## src/rtl/scanline_pkg.sv

```systemverilog
package scanline_pkg;
  typedef enum logic [1:0] {
    MODE_HBLANK = 2'd0,
    MODE_VBLANK = 2'd1,
    MODE_SCAN   = 2'd2,
    MODE_DRAW   = 2'd3
  } mode_e;

  localparam int unsigned SRC_HB    = 0;
  localparam int unsigned SRC_VB    = 1;
  localparam int unsigned SRC_SCAN  = 2;
  localparam int unsigned SRC_COINC = 3;
  localparam int unsigned NUM_SRC   = 4;
endpackage

```

## src/rtl/seq_line_trk.sv

```systemverilog
module seq_line_trk #(
  parameter int unsigned TOTAL_LINES = 154,
  localparam int unsigned LINE_W = $clog2(TOTAL_LINES + 1)
) (
  input  logic              clk_i,
  input  logic              rst_ni,
  input  logic              adv_i,
  input  logic              wrap_i,
  input  logic              clr_i,
  input  logic [LINE_W-1:0] lyc_i,
  output logic [LINE_W-1:0] ly_o,
  output logic [LINE_W-1:0] ly_inc_o,
  output logic              next_eq_o,
  output logic              coinc_o
);
  logic [LINE_W-1:0] ly_q;
  logic              coinc_q;

  assign ly_inc_o  = ly_q + LINE_W'(1);
  // compare uses the pre-wrap value
  assign next_eq_o = (ly_inc_o == lyc_i);

  always_ff @(posedge clk_i or negedge rst_ni) begin
    if (!rst_ni) begin
      ly_q    <= '0;
      coinc_q <= 1'b0;
    end else if (clr_i) begin
      ly_q    <= '0;
      coinc_q <= 1'b0;
    end else if (adv_i) begin
      ly_q    <= wrap_i ? '0 : ly_inc_o;
      coinc_q <= next_eq_o;
    end
  end

  assign ly_o    = ly_q;
  assign coinc_o = coinc_q;


  ly_range_chk: assert property (@(posedge clk_i) disable iff (!rst_ni)
    ly_q < LINE_W'(TOTAL_LINES));


  coinc_upd_chk: assert property (@(posedge clk_i) disable iff (!rst_ni)
    (!$stable(ly_q) && ly_q != '0) |-> (coinc_q == (ly_q == $past(lyc_i))));
endmodule

```

## src/rtl/seq_win_ctr.sv

```systemverilog
module seq_win_ctr #(
  parameter int unsigned W = 8
) (
  input  logic         clk_i,
  input  logic         rst_ni,
  input  logic         inc_i,
  input  logic         clr_i,
  output logic [W-1:0] cnt_o
);
  logic [W-1:0] cnt_q;

  always_ff @(posedge clk_i or negedge rst_ni) begin
    if (!rst_ni)    cnt_q <= '0;
    else if (clr_i) cnt_q <= '0;
    else if (inc_i) cnt_q <= cnt_q + W'(1);
  end

  assign cnt_o = cnt_q;


  win_step_chk: assert property (@(posedge clk_i) disable iff (!rst_ni)
    !$stable(cnt_q) |-> (cnt_q == '0 || cnt_q == $past(cnt_q) + W'(1)));
endmodule

```

## src/rtl/seq_stat_irq.sv

```systemverilog
module seq_stat_irq #(
  parameter int unsigned N = 4
) (
  input  logic         clk_i,
  input  logic         rst_ni,
  input  logic [N-1:0] ev_i,
  input  logic [N-1:0] en_i,
  output logic         irq_o
);
  logic [N-1:0] masked;
  logic         irq_q;

  for (genvar g = 0; g < N; g++) begin : g_src
    assign masked[g] = ev_i[g] & en_i[g];
  end

  always_ff @(posedge clk_i or negedge rst_ni) begin
    if (!rst_ni) irq_q <= 1'b0;
    else         irq_q <= |masked;
  end

  assign irq_o = irq_q;


  stat_pulse_chk: assert property (@(posedge clk_i) disable iff (!rst_ni)
    irq_q |=> !irq_q);
endmodule

```

## src/rtl/scanline_seq.sv

```systemverilog
module scanline_seq
  import scanline_pkg::*;
#(
  parameter int unsigned SCAN_DOTS   = 80,
  parameter int unsigned LINE_DOTS   = 456,
  parameter int unsigned VIS_PX      = 160,
  parameter int unsigned VIS_LINES   = 144,
  parameter int unsigned TOTAL_LINES = 154,
  localparam int unsigned DOT_W  = $clog2(2 * LINE_DOTS),
  localparam int unsigned LINE_W = $clog2(TOTAL_LINES + 1),
  localparam int unsigned X_W    = $clog2(VIS_PX + 1)
) (
  input  logic              clk_i,
  input  logic              rst_ni,
  input  logic              dot_en_i,
  input  logic              lcd_en_i,
  input  logic              px_push_i,
  input  logic              win_drawn_i,
  input  logic [LINE_W-1:0] lyc_i,
  input  logic [3:0]        stat_en_i,
  output logic [1:0]        mode_o,
  output logic [LINE_W-1:0] ly_o,
  output logic [DOT_W-1:0]  dot_o,
  output logic              coinc_o,
  output logic [LINE_W-1:0] win_line_o,
  output logic              vblank_irq_o,
  output logic              stat_irq_o,
  output logic              line_rst_o,
  output logic              frame_rst_o
);
  localparam logic [DOT_W-1:0]  SCAN_L  = DOT_W'(SCAN_DOTS);
  localparam logic [DOT_W-1:0]  LINE_L  = DOT_W'(LINE_DOTS);
  localparam logic [X_W-1:0]    VIS_X   = X_W'(VIS_PX);
  localparam logic [LINE_W-1:0] VIS_LY  = LINE_W'(VIS_LINES);
  localparam logic [LINE_W-1:0] TOT_LY  = LINE_W'(TOTAL_LINES);

  mode_e              mode_q, mode_d;
  logic [DOT_W-1:0]   dot_q, dot_d, dot_inc;
  logic [X_W-1:0]     x_q, x_d;
  logic               vb_q, lr_q, fr_q;
  logic               vb_d, lr_d, fr_d;
  logic               adv, wrap, seq_clr, win_inc, win_clr;
  logic [NUM_SRC-1:0] ev;
  logic [LINE_W-1:0]  ly, ly_inc;
  logic               next_eq;

  assign dot_inc = dot_q + DOT_W'(1);

  always_comb begin
    mode_d  = mode_q;
    dot_d   = dot_q;
    x_d     = x_q;
    adv     = 1'b0;
    wrap    = 1'b0;
    seq_clr = 1'b0;
    win_inc = 1'b0;
    win_clr = 1'b0;
    ev      = '0;
    vb_d    = 1'b0;
    lr_d    = 1'b0;
    fr_d    = 1'b0;
    if (dot_en_i) begin
      dot_d = dot_inc;
      unique case (mode_q)
        MODE_SCAN: begin
          if (dot_inc >= SCAN_L) mode_d = MODE_DRAW;
        end
        MODE_DRAW: begin
          if (x_q >= VIS_X) begin
            x_d        = '0;
            mode_d     = MODE_HBLANK;
            ev[SRC_HB] = 1'b1;
            win_inc    = win_drawn_i;
            lr_d       = 1'b1;
          end else if (lcd_en_i) begin
            x_d = x_q + X_W'(px_push_i);
          end else begin
            seq_clr = 1'b1;
            mode_d  = MODE_SCAN;
            dot_d   = '0;
            x_d     = '0;
          end
        end
        MODE_HBLANK: begin
          if (dot_inc >= LINE_L) begin
            dot_d         = dot_inc - LINE_L;
            adv           = 1'b1;
            ev[SRC_COINC] = next_eq;
            if (ly_inc >= VIS_LY) begin
              mode_d     = MODE_VBLANK;
              ev[SRC_VB] = 1'b1;
              vb_d       = 1'b1;
              fr_d       = 1'b1;
              win_clr    = 1'b1;
            end else begin
              mode_d       = MODE_SCAN;
              ev[SRC_SCAN] = 1'b1;
            end
          end
        end
        MODE_VBLANK: begin
          // vblank lines end one dot later
          if (dot_inc > LINE_L) begin
            dot_d         = dot_inc - LINE_L;
            adv           = 1'b1;
            ev[SRC_COINC] = next_eq;
            if (ly_inc == TOT_LY) begin
              wrap         = 1'b1;
              mode_d       = MODE_SCAN;
              ev[SRC_SCAN] = 1'b1;
            end
          end
        end
        default: mode_d = MODE_SCAN;
      endcase
    end
  end

  always_ff @(posedge clk_i or negedge rst_ni) begin
    if (!rst_ni) begin
      mode_q <= MODE_SCAN;
      dot_q  <= '0;
      x_q    <= '0;
      vb_q   <= 1'b0;
      lr_q   <= 1'b0;
      fr_q   <= 1'b0;
    end else begin
      mode_q <= mode_d;
      dot_q  <= dot_d;
      x_q    <= x_d;
      vb_q   <= vb_d;
      lr_q   <= lr_d;
      fr_q   <= fr_d;
    end
  end

  seq_line_trk #(.TOTAL_LINES(TOTAL_LINES)) u_line (
    .clk_i     (clk_i),
    .rst_ni    (rst_ni),
    .adv_i     (adv),
    .wrap_i    (wrap),
    .clr_i     (seq_clr),
    .lyc_i     (lyc_i),
    .ly_o      (ly),
    .ly_inc_o  (ly_inc),
    .next_eq_o (next_eq),
    .coinc_o   (coinc_o)
  );

  seq_win_ctr #(.W(LINE_W)) u_win (
    .clk_i  (clk_i),
    .rst_ni (rst_ni),
    .inc_i  (win_inc),
    .clr_i  (win_clr | seq_clr),
    .cnt_o  (win_line_o)
  );

  seq_stat_irq #(.N(NUM_SRC)) u_stat (
    .clk_i  (clk_i),
    .rst_ni (rst_ni),
    .ev_i   (ev),
    .en_i   (stat_en_i),
    .irq_o  (stat_irq_o)
  );

  assign mode_o       = mode_q;
  assign ly_o         = ly;
  assign dot_o        = dot_q;
  assign vblank_irq_o = vb_q;
  assign line_rst_o   = lr_q;
  assign frame_rst_o  = fr_q;


  mode_seq_chk: assert property (@(posedge clk_i) disable iff (!rst_ni)
    !$stable(mode_q) |->
      (($past(mode_q) == MODE_SCAN   && mode_q == MODE_DRAW) ||
       ($past(mode_q) == MODE_DRAW   && (mode_q == MODE_HBLANK || mode_q == MODE_SCAN)) ||
       ($past(mode_q) == MODE_HBLANK && (mode_q == MODE_SCAN || mode_q == MODE_VBLANK)) ||
       ($past(mode_q) == MODE_VBLANK && mode_q == MODE_SCAN)));


  x_bound_chk: assert property (@(posedge clk_i) disable iff (!rst_ni)
    x_q <= VIS_X);


  vblank_entry_chk: assert property (@(posedge clk_i) disable iff (!rst_ni)
    vb_q |-> (mode_q == MODE_VBLANK && ly == VIS_LY && frame_rst_o));


  idle_hold_chk: assert property (@(posedge clk_i) disable iff (!rst_ni)
    !dot_en_i |=> ($stable(dot_q) && $stable(mode_q) && !vb_q && !lr_q));
endmodule

```

## config.mk

```make
export PLATFORM = sky130hd
export DESIGN_NAME = scanline_seq
export DESIGN_NICKNAME = d
export VERILOG_FILES = /design/src/rtl/scanline_pkg.sv /design/src/rtl/seq_line_trk.sv /design/src/rtl/seq_win_ctr.sv /design/src/rtl/seq_stat_irq.sv /design/src/rtl/scanline_seq.sv
export SDC_FILE = /design/constraint.sdc
export NUM_CORES = 1
export LEC_CHECK = 0
export CAP_MARGIN = 20
export CORE_MARGIN = 2
export CORE_UTILIZATION = 49
export CTS_CLUSTER_DIAMETER = 100
export CTS_CLUSTER_SIZE = 40
export DETAILED_ROUTE_END_ITERATION = 8
export HOLD_SLACK_MARGIN = 0.05
export PLACE_DENSITY = 0.75
export SYNTH_ARGS = -nofsm -noshare
export SYNTH_HDL_FRONTEND = slang
export SYNTH_SLANG_ARGS = --single-unit
```

## constraint.sdc

```tcl
create_clock -name clk_i -period 4.15 [get_ports clk_i]
set_input_delay 0.83 -clock clk_i [delete_from_list [all_inputs] [get_ports clk_i]]
set_output_delay 0.83 -clock clk_i [all_outputs]
set_load 0.01 [all_outputs]
```

==> impl_metrics.toml, run 1 <==
[global_routing]
grt_pass1_vias = 2524
grt.total_usage = 0.238
grt_first_pass_wirelength_mm = 12.1
grt_max_degree = 41
grt_antenna_before_repair = 0
overflow = 0

[timing]
fin_tns_setup_ns = 0
finalSetupViolCount = 0
finalCritPeriodShare = 0.849
tightest_slew_ns = 0.905
fin_skew_ns = 0.00359
hold_violations = 0
max_freq_mhz = 284
rsz0062_at_grt = "no"
min_period_ns = 3.52
slew_headroom = 0.397
drv_slew = 0

[min_path]
whs_path_depth = 1
hold_class = "register to register"

[worst_setup_path]
crit_arrival_ns = 3.76
crit_top_cell = "ha_1"
startpoint_type = "register"
reg2reg_depth = 11
path_delay_family = "simple AND/OR/NAND/NOR gates"
critical-path-slowest-cell = "or4_4"
required_ns = 4.39
slowest_delay_ns = 0.51
worst-path-buf-inv = 0
cp_cell_sequence = "ha_1 > and3_1 > xnor2_1 > ha_1 > nand2_1 > or4_4 > mux2_4 > a41o_1 > or2_4 > o31ai_2 > a22o_1"
crit_type = "register to register"
cp_num_cells = 11
critPathCaptureType = "register"
worstPathMaxFanout = 14

[detailed_routing]
drc = 0
first_pass_iters = 5
wl_mm = 7.35
vias_per_cell = 6.01
wire_per_inst_um = 16.0
wl_met2_mm = 3.49
wl_met3_um = 326
drtAntennaViolNets = 0
drt_iter0_drc = 303
num_vias = 2753
top_layer = "met4"
wl_met1_mm = 3.36

[placement]
place_congestion = 0.866
hpwl_mm = 5.20
portBuffers = 50

[yosys]
synthArstFlopShare = 1.00
synthMuxAreaShare = 0.0365
synth_warnings = 0
synth-seq-cells = 40
synthAdderAreaFrac = 0.0348
ys_seq_area_frac = 0.348
synthFlopType = "dfrtp_1"
synth-edff-count = 0
synth_top_family_by_area = "simple AND/OR/NAND/NOR gates"
avgSynthCellArea_um2 = 8.27
syn-cell-area_um2 = 2880
synth_xor_area_frac = 0.0973
synthSimpleGateAreaFrac = 0.234
ys_types = 59
synth_compound_area_frac = 0.202
netlist_instances = 348
syn-num-nets = 374

[power]
vdd_ir_drop_max_v = 0.000144
p_per_area_nw_per_um2 = 294
leakagePower_uw = 0.00141

[cells_and_area]
antennaDiodeCount = 0
drive_gt1_frac = 0.0596
fin_nets = 411
area_growth_pct = 21.5
utilization = 0.628

[cts]
clkLatencyLatePin_ns = 0.29
postCtsHoldBufs = 0
cts-root-buf = "clkbuf_8"
cts_resized = 0
cts_tree = "yes"
cts.clk_slew.worst_paths_ns = 0.08
cts_buffers = 5
clockBufferDepth = 2
cts_num_sinks = 40
htree_levels = 2
post_cts.repair.setup_buffers = 0

[die]
die_y_um = 80.7
rows = 27
start_util = 0.516
ioPinCount = 51
die_w_um = 80.7
core-area_um2 = 5570
die_area_um2 = 6500

[job]
cap_violations = 0

[outcome]
outcome = "finished clean"
[through the flow]
step	setup slack, ns	total power [uW]	hold slack [ns]	instances	instance area [um^2]
final	0.628	1030	0.511	458	3500
after global routing	0.392	1080	0.534	458	3500
after CTS	0.658	1030	0.509	458	3500
after detailed placement	0.690	686	0.487	450	3380
after global placement	0.744	682	0.473	450	3380
after floorplan	1.00	602	0.454	348	2880
[metal layers]
layer	global-route usage	vias to the layer above
li1	-	1321
met1	0.327	1311
met2	0.377	102
met3	0.0404	19
met4	0.0847	0
met5	0	-
[state kept, by name, indices dropped and copies added, names as in the netlist]
| name | count |
|---|---|
| dot_o | 10 |
| u_line.ly_o | 8 |
| u_win.cnt_o | 8 |
| x_q | 8 |
| mode_o | 2 |
| frame_rst_o | 1 |
| line_rst_o | 1 |
| u_line.coinc_o | 1 |
| u_stat.irq_o | 1 |
[path summary, 6_finish.rpt]
check	from	endpoint	slack, ns
worst max-delay path	dot_o[0]$_DFFE_PN0P_	dot_o[4]$_DFFE_PN0P_	0.63
max in group asynchronous	rst_ni	line_rst_o$_DFF_PN0_	2.93
worst max register to register	dot_o[0]$_DFFE_PN0P_	dot_o[4]$_DFFE_PN0P_	0.63
worst min-delay path	x_q[6]$_DFFE_PN0P_	x_q[6]$_DFFE_PN0P_	0.51
worst min register to register	x_q[6]$_DFFE_PN0P_	x_q[6]$_DFFE_PN0P_	0.51
min in group asynchronous	rst_ni	u_line.ly_o[5]$_DFFE_PN0P_	0.66
[synth_stat cells (all sizes together) (3+ instances only)]
cell	number	area (um^2)
nand2b	3	18.8
nand2	40	150
buf	8	53.8
a21boi	4	41.3
o21ai	31	155
dfrtp	39	976
a21oi	18	90.1
inv	7	26.3
nand3	26	140
o22ai	4	25.0
mux2i	9	90.1
xnor2	17	149
ha	8	100
a31oi	4	25.0
and3	8	50.1
clkbuf	15	56.3
or2	3	21.3
a22o	3	26.3
nor3	9	45.0
xor2	15	131
nor2	32	120
nand4	8	50.1
[power by group]
group	switching [uW]	leakage, uW	internal (uW)
sequential	45.0	0.000543	409
combinational	123	0.000811	110
clock	144	0.0000614	197
total	311	0.00141	716
[cell families after synthesis]
group | after synthesis
compound gates | 89
fa+ha+maj | 8
xor+xnor | 32
simple gates | 139
buf+inv | 30
flops | 40
mux | 10
[layout make-up]
class                   count  area [um^2]
well taps                  72         90.1
multi-input cells         278         1740
inverters                   7         26.3
repair buffers             53          518
clock buffers               6         82.6
clock inverters             2         38.8
fillers                   524         2080
flip-flops and latches     40         1000
[cells in the final DEF, fill, tap and decap left out, types with 6 or more instances in the layout]
cell type	synthesis	final
nor2_1	32	32
xor2_1	15	15
nand2_1	40	40
a21oi_1	18	18
nand4_1	8	8
clkbuf_8	0	6
nand3_1	24	24
nor3_1	9	9
xnor2_1	17	17
and3_1	8	8
dfrtp_1	39	39
ha_1	8	8
clkdlybuf4s50_1	0	49
inv_1	7	7
mux2i_1	9	9
o21ai_0	29	29
Power figures use the tool's default switching activity.
==> run 2: changes to the inputs <==
--- a/config.mk
+++ b/config.mk
@@ -7,12 +7,12 @@
 export LEC_CHECK = 0
 export CAP_MARGIN = 20
 export CORE_MARGIN = 2
-export CORE_UTILIZATION = 49
+export CORE_UTILIZATION = 48
 export CTS_CLUSTER_DIAMETER = 100
 export CTS_CLUSTER_SIZE = 40
 export DETAILED_ROUTE_END_ITERATION = 8
 export HOLD_SLACK_MARGIN = 0.05
-export PLACE_DENSITY = 0.75
+export PLACE_DENSITY = 0.77
 export SYNTH_ARGS = -nofsm -noshare
 export SYNTH_HDL_FRONTEND = slang
 export SYNTH_SLANG_ARGS = --single-unit
==> constraint.sdc (replaced) <==
create_clock -name clk_i -period 3.1 [get_ports clk_i]
set_input_delay 0.62 -clock clk_i [delete_from_list [all_inputs] [get_ports clk_i]]
set_output_delay 0.62 -clock clk_i [all_outputs]
set_load 0.01 [all_outputs]
==> run 2 against run 1 <==
  * Critical path depth stayed put
  * Clock skew is 0.0024 ns higher
  * Sequential power is 28% higher
  * Die area is 2.0% higher
  * Non-clock buffer count is 15 higher
  * Cell area is 4.0% higher
  * Worst setup slack worse by 0.54 ns
  * Fmax is 17% higher
  * Power is 31% higher
  * Utilization is 0.55 points lower
  * First-iteration DRC count is 14% lower
  * Hold slack worse by 0.067 ns
==> impl_metrics.toml, run 2 (synthesis gave the netlist of run 1 again) <==
[outcome]
outcome = "finished clean"

[cells_and_area]
instances_no_fill = 476
antennaDiodeCount = 0
utilization = 0.622
largest_reg_flops = 10
final_cell_mix = "clkdlybuf4s50_1 (49), nand2_1 (40), dfrtp_1 (37)"
final_common_cell = "clkdlybuf4s50_1"
fin_nets = 426
area_growth_pct = 26.4
drive_gt1_frac = 0.115

[detailed_routing]
num_vias = 2790
wl_met2_mm = 3.61
first_pass_iters = 4
top_layer = "met4"
wl_met3_um = 300
wl_mm = 7.30
drc = 0
drt_iter0_drc = 260
drtAntennaViolNets = 0
wire_per_inst_um = 15.3
wl_met1_mm = 3.29
vias_per_cell = 5.86

[die]
core-area_um2 = 5850
die_w_um = 81.4
rows = 28
die_y_um = 81.4
die_area_um2 = 6630
ioPinCount = 51
start_util = 0.492

[placement]
hpwl_mm = 5.34
place_congestion = 0.916
placed_cells = 467
portBuffers = 50

[cts]
postCtsHoldBufs = 0
cts.clk_slew.worst_paths_ns = 0.08
cts-root-buf = "clkbuf_8"
cts_tree = "yes"
cts_num_sinks = 40
cts_buffers = 5
clockBufferDepth = 2
clkLatencyLatePin_ns = 0.30
htree_levels = 2

[worst_setup_path]
critPathCaptureType = "register"
slowest_delay_ns = 0.50
critical-path-slowest-cell = "or4_4"
cp_cell_sequence = "ha_1 > and3_4 > xnor2_4 > ha_2 > nand2_1 > or4_4 > mux2_4 > a41o_4 > or2_4 > o31ai_2 > a22o_1"
crit_arrival_ns = 3.25
startpoint_type = "register"
crit_type = "register to register"
required_ns = 3.34
worstPathMaxFanout = 5

[job]
cap_violations = 0

[power]
p_per_area_nw_per_um2 = 368
leakagePower_uw = 0.00148
power_uw = 1340
vdd_ir_drop_max_v = 0.000191

[timing]
drv_slew = 0
slew_headroom = 0.396
finalSetupViolCount = 0
worst_hold_slack_ns = 0.444
fin_tns_setup_ns = 0
min_period_ns = 3.01
fin_skew_ns = 0.00599
tightest_slew_ns = 0.905
finalCritPeriodShare = 0.971
hold_violations = 0
max_freq_mhz = 332

[global_routing]
grt_pass1_vias = 2621
overflow = 0
grt_antenna_before_repair = 0
grt_max_degree = 41
grt_first_pass_wirelength_mm = 12.2
grt.total_usage = 0.232

[min_path]
hold_class = "input pin to async pin"
==> run 2: layer usage <==
metal  track usage  vias up
li1              -     1357
met1         0.327     1351
met2         0.369       73
met3        0.0297        9
met4        0.0729        0
met5             0        -
==> run 2: cell type report <==
| class | count | area, um^2 |
|---|---|---|
| Sequential cell | 40 | 1000 |
| Multi-Input combinational cell | 278 | 1790 |
| Clock inverter | 2 | 15.0 |
| Inverter | 7 | 26.3 |
| Fill cell | 474 | 2210 |
| Clock buffer | 6 | 82.6 |
| Tap cell | 75 | 93.8 |
| Timing Repair Buffer | 68 | 631 |
==> run 2: worst max-delay path: cells and delay by family, from the launching register on <==
family	cells	cell delay (ns)
AND/OR/NAND/NOR	4	1.02
AO/OA/AOI/OAI	3	0.61
flip-flops	1	0.41
XOR/XNOR	1	0.18
multiplexers	1	0.33
adder cells (fa/ha/maj)	2	0.42
==> run 2: timing repair <==
| action | CTS | global route |
|---|---|---|
| pin swaps | 1 | 1 |
| setup endpoints to repair | 10 | 11 |
| cloned | 0 | 0 |
| buffers inserted | 0 | 1 |
| resized for setup | 3 | 7 |
==> run 2: where the power goes <==
| part | switching (uW) | leakage (uW) | internal, uW |
|---|---|---|---|
| registers | 32.7 | 0.000540 | 549 |
| logic | 201 | 0.000892 | 176 |
| clock network | 202 | 0.0000434 | 180 |
==> run 2: per-stage QoR <==
stage / area, um^2 / setup WS [ns]
2_1_floorplan: 2880 / 0.00246
3_3_place_gp: 3490 / 0.0576
3_5_place_dp: 3490 / -0.0821
4_1_cts: 3600 / 0.0214
5_1_grt: 3640 / -0.00911
6_report: 3640 / 0.0894
==> run 2: path summary, 6_finish.rpt <==
check	startpoint	to	slack (ns)	depth (start not counted)
setup / recovery	dot_o[0]$_DFFE_PN0P_	dot_o[4]$_DFFE_PN0P_	0.09	11
hold / removal	rst_ni	u_line.ly_o[0]$_DFFE_PN0P_	0.44	1
setup reg to reg	dot_o[0]$_DFFE_PN0P_	dot_o[4]$_DFFE_PN0P_	0.09	11
hold reg to reg	x_q[0]$_DFFE_PN0P_	x_q[0]$_DFFE_PN0P_	0.50	2
max in group asynchronous	rst_ni	dot_o[0]$_DFFE_PN0P_	2.04	1
min in group clk_i	x_q[0]$_DFFE_PN0P_	x_q[0]$_DFFE_PN0P_	0.50	2
